### src/rtl/i2c_rb_pkg.sv
package i2c_rb_pkg;

    localparam int BYTE_W = 8;

    typedef enum logic [2:0] {
        ST_IDLE,
        ST_ADDR,
        ST_AACK,
        ST_RX,
        ST_RACK,
        ST_TX,
        ST_TACK
    } rb_state_e;

endpackage

### src/rtl/i2c_rb_sync.sv
module i2c_rb_sync #(
    parameter int STAGES = 2
) (
    input  logic clk,
    input  logic rst_n,
    input  logic scl_raw,
    input  logic sda_raw,
    output logic scl_lvl,
    output logic sda_lvl,
    output logic scl_rise,
    output logic scl_fall,
    output logic start_cond,
    output logic stop_cond
);

    typedef struct packed {
        logic [STAGES-1:0] scl_pipe;
        logic [STAGES-1:0] sda_pipe;
        logic              scl_prev;
        logic              sda_prev;
    } sync_t;

    sync_t s_d, s_q;

    always_comb begin
        s_d          = s_q;
        s_d.scl_pipe = {s_q.scl_pipe[STAGES-2:0], scl_raw};
        s_d.sda_pipe = {s_q.sda_pipe[STAGES-2:0], sda_raw};
        s_d.scl_prev = s_q.scl_pipe[STAGES-1];
        s_d.sda_prev = s_q.sda_pipe[STAGES-1];
    end

    always_ff @(posedge clk or negedge rst_n) begin
        if (!rst_n) s_q <= '1;
        else        s_q <= s_d;
    end

    assign scl_lvl    = s_q.scl_pipe[STAGES-1];
    assign sda_lvl    = s_q.sda_pipe[STAGES-1];
    assign scl_rise   = scl_lvl & ~s_q.scl_prev;
    assign scl_fall   = ~scl_lvl & s_q.scl_prev;
    assign start_cond = scl_lvl & s_q.scl_prev & s_q.sda_prev & ~sda_lvl;
    assign stop_cond  = scl_lvl & s_q.scl_prev & ~s_q.sda_prev & sda_lvl;

endmodule

### src/rtl/i2c_rb_regs.sv
module i2c_rb_regs
    import i2c_rb_pkg::*;
#(
    parameter int          REG_FIRST = 1,
    parameter int          REG_LAST  = 20,
    parameter logic [31:0] RO_MASK   = 32'h0000_FC18
) (
    input  logic              clk,
    input  logic              rst_n,
    input  logic [BYTE_W-1:0] addr,
    input  logic              wr_req,
    input  logic [BYTE_W-1:0] wr_data,
    input  logic [BYTE_W-1:0] ro_data,
    output logic [BYTE_W-1:0] rd_byte,
    output logic              wr_accept
);

    localparam int NREG = REG_LAST + 1;

    logic [BYTE_W-1:0] cells [NREG];
    logic              wr_ok;

    for (genvar i = 0; i < NREG; i++) begin : g_cell
        if (i < REG_FIRST) begin : g_hole
            assign cells[i] = '0;
        end else if (RO_MASK[i]) begin : g_ro
            assign cells[i] = ro_data;
        end else begin : g_rw
            logic [BYTE_W-1:0] cell_d, cell_q;
            always_comb begin
                cell_d = cell_q;
                if (wr_accept && addr == BYTE_W'(i)) cell_d = wr_data;
            end
            always_ff @(posedge clk or negedge rst_n) begin
                if (!rst_n) cell_q <= '0;
                else        cell_q <= cell_d;
            end
            assign cells[i] = cell_q;
        end
    end

    always_comb begin
        rd_byte = '0;
        wr_ok   = 1'b0;
        for (int i = 0; i < NREG; i++) begin
            if (addr == BYTE_W'(i)) begin
                rd_byte = cells[i];
                wr_ok   = (i >= REG_FIRST) && !RO_MASK[i];
            end
        end
    end

    assign wr_accept = wr_req & wr_ok;

endmodule

### src/rtl/i2c_rb_engine.sv
module i2c_rb_engine
    import i2c_rb_pkg::*;
#(
    parameter logic [6:0] DEV_ADDR  = 7'b0100101,
    parameter int         REG_FIRST = 1,
    parameter int         REG_LAST  = 20
) (
    input  logic              clk,
    input  logic              rst_n,
    input  logic              sda_lvl,
    input  logic              scl_rise,
    input  logic              scl_fall,
    input  logic              start_cond,
    input  logic              stop_cond,
    input  logic [BYTE_W-1:0] rd_byte,
    output logic              sda_pull,
    output logic [BYTE_W-1:0] ptr,
    output logic              wr_req,
    output logic [BYTE_W-1:0] wr_data,
    output logic              rd_load
);

    typedef struct packed {
        rb_state_e         st;
        logic [2:0]        cnt;
        logic [BYTE_W-1:0] sh;
        logic              pull;
        logic              rw;
        logic              sub;
        logic              ph;
        logic [BYTE_W-1:0] ptr;
    } eng_t;

    eng_t q, n;
    logic [BYTE_W-1:0] in_byte;

    function automatic logic [BYTE_W-1:0] adv(input logic [BYTE_W-1:0] p);
        if (p == BYTE_W'(REG_LAST)) return BYTE_W'(REG_FIRST);
        return p + BYTE_W'(1);
    endfunction

    assign in_byte = {q.sh[BYTE_W-2:0], sda_lvl};

    always_comb begin
        n       = q;
        wr_req  = 1'b0;
        rd_load = 1'b0;
        if (stop_cond) begin
            n.st   = ST_IDLE;
            n.pull = 1'b0;
        end else if (start_cond) begin
            n.st   = ST_ADDR;
            n.cnt  = '0;
            n.pull = 1'b0;
        end else begin
            unique case (q.st)
                ST_ADDR: if (scl_rise) begin
                    n.sh  = in_byte;
                    n.cnt = q.cnt + 3'd1;
                    if (q.cnt == 3'd7) begin
                        if (in_byte[7:1] == DEV_ADDR) begin
                            n.st = ST_AACK;
                            n.rw = in_byte[0];
                            n.ph = 1'b0;
                        end else begin
                            n.st = ST_IDLE;
                        end
                    end
                end
                ST_AACK: begin
                    if (scl_fall && !q.ph) n.pull = 1'b1;
                    if (scl_rise) begin
                        n.ph = 1'b1;
                        if (q.rw) begin
                            rd_load = 1'b1;
                            n.sh    = rd_byte;
                            n.ptr   = adv(q.ptr);
                        end
                    end
                    if (scl_fall && q.ph) begin
                        n.cnt = '0;
                        n.ph  = 1'b0;
                        if (q.rw) begin
                            n.st   = ST_TX;
                            n.pull = ~q.sh[7];
                        end else begin
                            n.st   = ST_RX;
                            n.pull = 1'b0;
                            n.sub  = 1'b1;
                        end
                    end
                end
                ST_RX: if (scl_rise) begin
                    n.sh  = in_byte;
                    n.cnt = q.cnt + 3'd1;
                    if (q.cnt == 3'd7) begin
                        n.st = ST_RACK;
                        n.ph = 1'b0;
                    end
                end
                ST_RACK: begin
                    if (scl_fall && !q.ph) n.pull = 1'b1;
                    if (scl_rise) begin
                        n.ph = 1'b1;
                        if (q.sub) begin
                            n.ptr = q.sh;
                            n.sub = 1'b0;
                        end else begin
                            wr_req = 1'b1;
                            n.ptr  = adv(q.ptr);
                        end
                    end
                    if (scl_fall && q.ph) begin
                        n.st   = ST_RX;
                        n.pull = 1'b0;
                        n.cnt  = '0;
                        n.ph   = 1'b0;
                    end
                end
                ST_TX: begin
                    if (scl_rise) begin
                        n.cnt = q.cnt + 3'd1;
                        if (q.cnt == 3'd7) n.ph = 1'b1;
                    end
                    if (scl_fall) begin
                        if (q.ph) begin
                            n.st   = ST_TACK;
                            n.pull = 1'b0;
                            n.ph   = 1'b0;
                        end else begin
                            n.sh   = {q.sh[BYTE_W-2:0], 1'b0};
                            n.pull = ~q.sh[6];
                        end
                    end
                end
                ST_TACK: begin
                    if (scl_rise) begin
                        if (!sda_lvl) begin
                            rd_load = 1'b1;
                            n.sh    = rd_byte;
                            n.ptr   = adv(q.ptr);
                            n.ph    = 1'b1;
                        end else begin
                            n.st = ST_IDLE;
                        end
                    end
                    if (scl_fall && q.ph) begin
                        n.st   = ST_TX;
                        n.pull = ~q.sh[7];
                        n.cnt  = '0;
                        n.ph   = 1'b0;
                    end
                end
                default: ;
            endcase
        end
    end

    always_ff @(posedge clk or negedge rst_n) begin
        if (!rst_n) begin
            q      <= '0;
            q.st   <= ST_IDLE;
        end else begin
            q <= n;
        end
    end

    assign sda_pull = q.pull;
    assign ptr      = q.ptr;
    assign wr_data  = q.sh;

endmodule

### src/rtl/i2c_regbank_target.sv
module i2c_regbank_target
    import i2c_rb_pkg::*;
#(
    parameter logic [6:0]  DEV_ADDR    = 7'b0100101,
    parameter int          REG_FIRST   = 1,
    parameter int          REG_LAST    = 20,
    parameter logic [31:0] RO_MASK     = 32'h0000_FC18,
    parameter int          SYNC_STAGES = 2
) (
    input  logic       clk,
    input  logic       rst_n,
    input  logic       scl_in,
    input  logic       sda_in,
    output logic       sda_pull,
    output logic [7:0] rf_addr,
    output logic       rf_rd_pulse,
    input  logic [7:0] rf_ro_data,
    output logic       reg_wr_pulse,
    output logic [7:0] reg_wr_data
);

    logic scl_lvl, sda_lvl, scl_rise, scl_fall, start_cond, stop_cond;
    logic wr_req;
    logic [BYTE_W-1:0] rd_byte;

    i2c_rb_sync #(.STAGES(SYNC_STAGES)) u_sync (
        .clk        (clk),
        .rst_n      (rst_n),
        .scl_raw    (scl_in),
        .sda_raw    (sda_in),
        .scl_lvl    (scl_lvl),
        .sda_lvl    (sda_lvl),
        .scl_rise   (scl_rise),
        .scl_fall   (scl_fall),
        .start_cond (start_cond),
        .stop_cond  (stop_cond)
    );

    i2c_rb_engine #(
        .DEV_ADDR  (DEV_ADDR),
        .REG_FIRST (REG_FIRST),
        .REG_LAST  (REG_LAST)
    ) u_eng (
        .clk        (clk),
        .rst_n      (rst_n),
        .sda_lvl    (sda_lvl),
        .scl_rise   (scl_rise),
        .scl_fall   (scl_fall),
        .start_cond (start_cond),
        .stop_cond  (stop_cond),
        .rd_byte    (rd_byte),
        .sda_pull   (sda_pull),
        .ptr        (rf_addr),
        .wr_req     (wr_req),
        .wr_data    (reg_wr_data),
        .rd_load    (rf_rd_pulse)
    );

    i2c_rb_regs #(
        .REG_FIRST (REG_FIRST),
        .REG_LAST  (REG_LAST),
        .RO_MASK   (RO_MASK)
    ) u_regs (
        .clk       (clk),
        .rst_n     (rst_n),
        .addr      (rf_addr),
        .wr_req    (wr_req),
        .wr_data   (reg_wr_data),
        .ro_data   (rf_ro_data),
        .rd_byte   (rd_byte),
        .wr_accept (reg_wr_pulse)
    );

endmodule

### config.mk
export PLATFORM = sky130hd
export DESIGN_NAME = i2c_regbank_target
export DESIGN_NICKNAME = d
export VERILOG_FILES = /design/src/rtl/i2c_rb_pkg.sv /design/src/rtl/i2c_rb_sync.sv /design/src/rtl/i2c_rb_regs.sv /design/src/rtl/i2c_rb_engine.sv /design/src/rtl/i2c_regbank_target.sv
export SDC_FILE = /design/constraint.sdc
export NUM_CORES = 1
export LEC_CHECK = 0
export BUFFER_PORTS_ARGS = -buffer_cell sky130_fd_sc_hd__buf_2
export CORE_AREA = 10 10 151 153
export DETAILED_ROUTE_END_ITERATION = 6
export DIE_AREA = 0 0 161 163
export PLACE_DENSITY_LB_ADDON = 0.05
export SLEW_MARGIN = 30
export SYNTH_ARGS = -nofsm -noshare
export SYNTH_HDL_FRONTEND = slang
export SYNTH_HIERARCHICAL = 1
export SYNTH_SLANG_ARGS = --single-unit
### constraint.sdc
create_clock -name clk -period 4.1 [get_ports clk]
set_input_delay 0.41 -clock clk [delete_from_list [all_inputs] [get_ports clk]]
set_output_delay 0.41 -clock clk [all_outputs]
set_load 0.03 [all_outputs]
==> metrics.md <==
| Metric | Value |
|---|---|
| Layout cells sized above 1 | `31.8%` |
| Root buffer cell | `clkbuf_16` |
| Antenna Violating Nets Remaining | `0` |
| H-tree levels | `4` |
| Critical path's slowest cell | `dfstp_2` |
| Post-synth cell types | `78` |
| Drt total wl | `22,500 um` |
| FFs w/ async S/R, synth | `100%` |
| Top cell type's share of synthesized area | `41.4%` |
| Register area share after synthesis | `43.6%` |
| Clock skew | `10.2 ps` |
| Worst-margin pin slew | `904 ps` |
| Synthesized flop and latch total | `128` |
| Post-CTS sizing | `0` |
| Die width | `161 um` |
| Area Growth Syn to Fin | `12.5%` |
| Switching Share | `28.8%` |
| CP Class | `register to register` |
| Final slew viol count | `0` |
| CP Max Fanout | `10` |
| Starting Density | `37.0%` |
| Fmax | `281 MHz` |
| Hold Buf Count CTS | `0` |
| Die area | `26,200 um2` |
| Worst R2R End | `u_regs/g_cell[9].g_rw.cell_q[6]$_DFFE_PN0P_` |
| Hold WS | `87.7 ps` |
| Via/cell ratio | `5.74` |
| Area contributors post-synth | `dfrtp_1 (41%), mux2_2 (15%), a21oi_1 (3.1%)` |
| Gate power share | `11.2%` |
| Pleak | `3.61 nW` |
| Max incr delay on CP | `620 ps` |
| Final setup vio count | `0` |
| CTS Buf Count | `17` |
| # DRC | `0` |
| Initial drt markers | `483` |
| Clock transition at path regs | `60 ps` |
| VDD IR max | `246 uV` |
| Int Power | `0.00246 W` |
| Clk pwr share | `45.5%` |
| Mean post-synth cell area | `10.4 um2` |
| Synth Instances | `707` |
| Top delay family on crit path | `simple AND/OR/NAND/NOR gates` |
| Io pins | `31` |
| Diode count | `0` |
| Capturing element type of the critical path | `register` |
| Initial antenna violation count | `0` |
| Reg2reg path depth | `10` |
| Setup_tns | `0 ps` |
| Post-Syn Area | `7370 um2` |
| Final Net Count | `725` |
| Seq pwr share | `43.4%` |
| Global-route wire length before repair | `34,900 um` |
| Placed cells | `960` |
| Cell taking the most area after synthesis | `dfrtp_1` |
| CP required | `4410 ps` |
| Crit path time final | `3550 ps` |
| Via count | `5,689` |
| Crit path DAT | `3860 ps` |
| Final Hold Violating Endpoints | `0` |
| Power per cell area | `417 nW/um2` |
| Setup crit start kind | `register` |
| Num rows | `52` |
| Worst reg-to-reg setup slack | `550 ps` |
| Core Util, Final | `41.7%` |
| Max_slew headroom | `39.7%` |
| Crit-path cells | `and4b_1 -> nor2_4 -> nand2_1 -> nor4_1 -> buf_4 -> nor2b_1 -> nand2_2 -> or4b_1 -> or2_1 -> mux2_4` |
| Routed wire per std cell | `22.7 um` |
| Vias in the first global route | `5,639` |
| Max-cap viol count | `0` |
| Hold Path Class | `input port to asynchronous set/reset pin` |
| Clock Tree Buf Depth | `2` |
| Non-Filler Instances | `991` |
| Port Buf Inserts | `30` |
| Clk sinks | `128` |
| Post-synth EDFFs | `0` |
| 1st-pass router iterations | `5` |
| Psw | `0.000997 W` |
| Setup Fix Bufs, Post-CTS | `0` |
| GR Util All Layers | `17.2%` |
| Die Y | `163 um` |
| CTS tree | `built` |
| CORE AREA | `19,900 um2` |
| Unrepaired setup endpoints after global routing | `no` |
| Gpl congestion | `0.897` |
| Worst r2r src | `u_sync/sda_lvl$_DFF_PN1_` |
| Post-DP HPWL | `15,100 um` |
| Final worst path period share | `86.7%` |
| Crit path buf inv count | `1` |
| Mapped Nets | `723` |
| Largest net degree at the start of global routing | `104` |
| Outcome | `completed` |
| Total gr overflow | `0` |
| Latest clock arrival within the worst-skew pair | `420 ps` |
| Yosys warns | `6` |
| Synth Flop Type | `dfrtp_1` |
-- worst reg2reg max path: cells and delay by family (launching register included) --
family | cells | cell delay [ps]
AND/OR/NAND/NOR | 8 | 2260
multiplexers | 1 | 370
flip-flops | 1 | 620
buffers and inverters | 1 | 200
-- power groups by stage --
| stage | Clock (W) | Combinational (W) | Sequential, W |
|---|---|---|---|
| 2_1_floorplan | 0 | 0.000338 | 0.00138 |
| 4_1_cts | 0.00161 | 0.000392 | 0.00150 |
| 5_1_grt | 0.00166 | 0.000418 | 0.00151 |
| 3_5_place_dp | 0 | 0.000391 | 0.00152 |
| 3_3_place_gp | 0 | 0.000386 | 0.00152 |
| 6_report | 0.00157 | 0.000385 | 0.00150 |
-- cells by family after synthesis --
group | after synthesis | share of synthesized area [%]
AO/OA/AOI/OAI | 187 | 17.0
XOR/XNOR | 2 | 0.238
adder cells (fa/ha/maj) | 4 | 0.679
buffers and inverters | 88 | 5.74
flip-flops | 128 | 43.6
multiplexers | 128 | 20.0
AND/OR/NAND/NOR | 170 | 12.7
-- per-layer routing --
metal,up-vias,share of wire [%],track usage [%],wire (um)
li1,2603,-,-,-
met1,2852,46,23.2,10200
met2,195,46,26.3,10400
met3,39,5.0,3.54,1120
met4,0,3.0,7.32,684
met5,-,0,0,0
-- cells in the mapped netlist (all sizes together) (5+ instances only) --
master  count
nand3       5
a22oi      15
o221a       7
nor2       41
clkbuf     36
dfstp       6
nor2b      15
a21oi      45
o21ai      44
nor3       13
a221oi      7
o21a        5
and2        6
buf        32
mux2      112
nor4        8
o22ai      14
nand2      40
o221ai      6
nand2b      7
mux2i      16
inv        20
o211ai      9
dfrtp     122
-- flip-flops by register name (all words and copies together), names as in the netlist --
register	flops
u_sync/sda_lvl	1
u_eng/wr_data	8
u_sync/s_d	2
u_regs/g_cell.g_rw.cell_q	96
u_eng/sda_pull	1
u_sync/scl_lvl	1
u_eng/ptr	8
u_eng/q	9
u_sync/s_q	2
-- worst max path at each step --
| stage | from | end | cells past startpoint |
|---|---|---|---|
| floorplan | u_sync/sda_lvl$_DFF_PN1_ | u_regs/g_cell[9].g_rw.cell_q[0]$_DFFE_PN0P_ | 10 |
| global placement | u_sync/sda_lvl$_DFF_PN1_ | u_regs/g_cell[9].g_rw.cell_q[4]$_DFFE_PN0P_ | 10 |
| global route | u_sync/sda_lvl$_DFF_PN1_ | u_regs/g_cell[9].g_rw.cell_q[1]$_DFFE_PN0P_ | 10 |
| CTS | u_sync/sda_lvl$_DFF_PN1_ | u_regs/g_cell[9].g_rw.cell_q[6]$_DFFE_PN0P_ | 10 |
| finish | u_sync/sda_lvl$_DFF_PN1_ | u_regs/g_cell[9].g_rw.cell_q[6]$_DFFE_PN0P_ | 10 |
| detailed placement | u_sync/sda_lvl$_DFF_PN1_ | u_regs/g_cell[9].g_rw.cell_q[6]$_DFFE_PN0P_ | 10 |
-- cell type report --
| cell class | instances | area [um2] |
|---|---|---|
| Clock buffer | 22 | 474 |
| Sequential cell | 128 | 3210 |
| Clock inverter | 9 | 133 |
| Fill cell | 1958 | 11600 |
| Timing Repair Buffer | 51 | 317 |
| Tap cell | 270 | 338 |
| Inverter | 20 | 75.1 |
| Multi-Input combinational cell | 491 | 3740 |
-- cells in the final DEF, fill, tap and decap left out, types with 4 or more instances in the layout --
cell type and n:
o21a_1 5, nor2_1 38, buf_2 29, nor3_1 11, mux2_4 15, o21ai_0 42
dfstp_2 6, nor4_1 6, a22oi_1 15, clkbuf_8 4, buf_4 21, a21oi_1 45
ha_1 4, nor2b_1 15, or4_1 4, and2_1 4, nand3_1 5, mux2_2 97
dfrtp_1 120, o221ai_1 6, nand2_1 39, o31ai_1 4, clkbuf_16 17, o221a_2 7
nand3b_1 4, inv_1 20, o22ai_1 14, a221oi_1 6, mux2i_1 16, nand2b_1 7
o211ai_1 9
-- metrics by stage --
| step | total power (W) | setup slack (ps) | cell area, um2 |
|---|---|---|---|
| after floorplan | 0.00171 | 947 | 7370 |
| after global placement | 0.00191 | 654 | 7680 |
| after detailed placement | 0.00192 | 543 | 7680 |
| after CTS | 0.00350 | 516 | 8290 |
| after global routing | 0.00359 | 337 | 8290 |
| final | 0.00346 | 547 | 8290 |
Note: power is estimated with default switching activity, not from simulation.
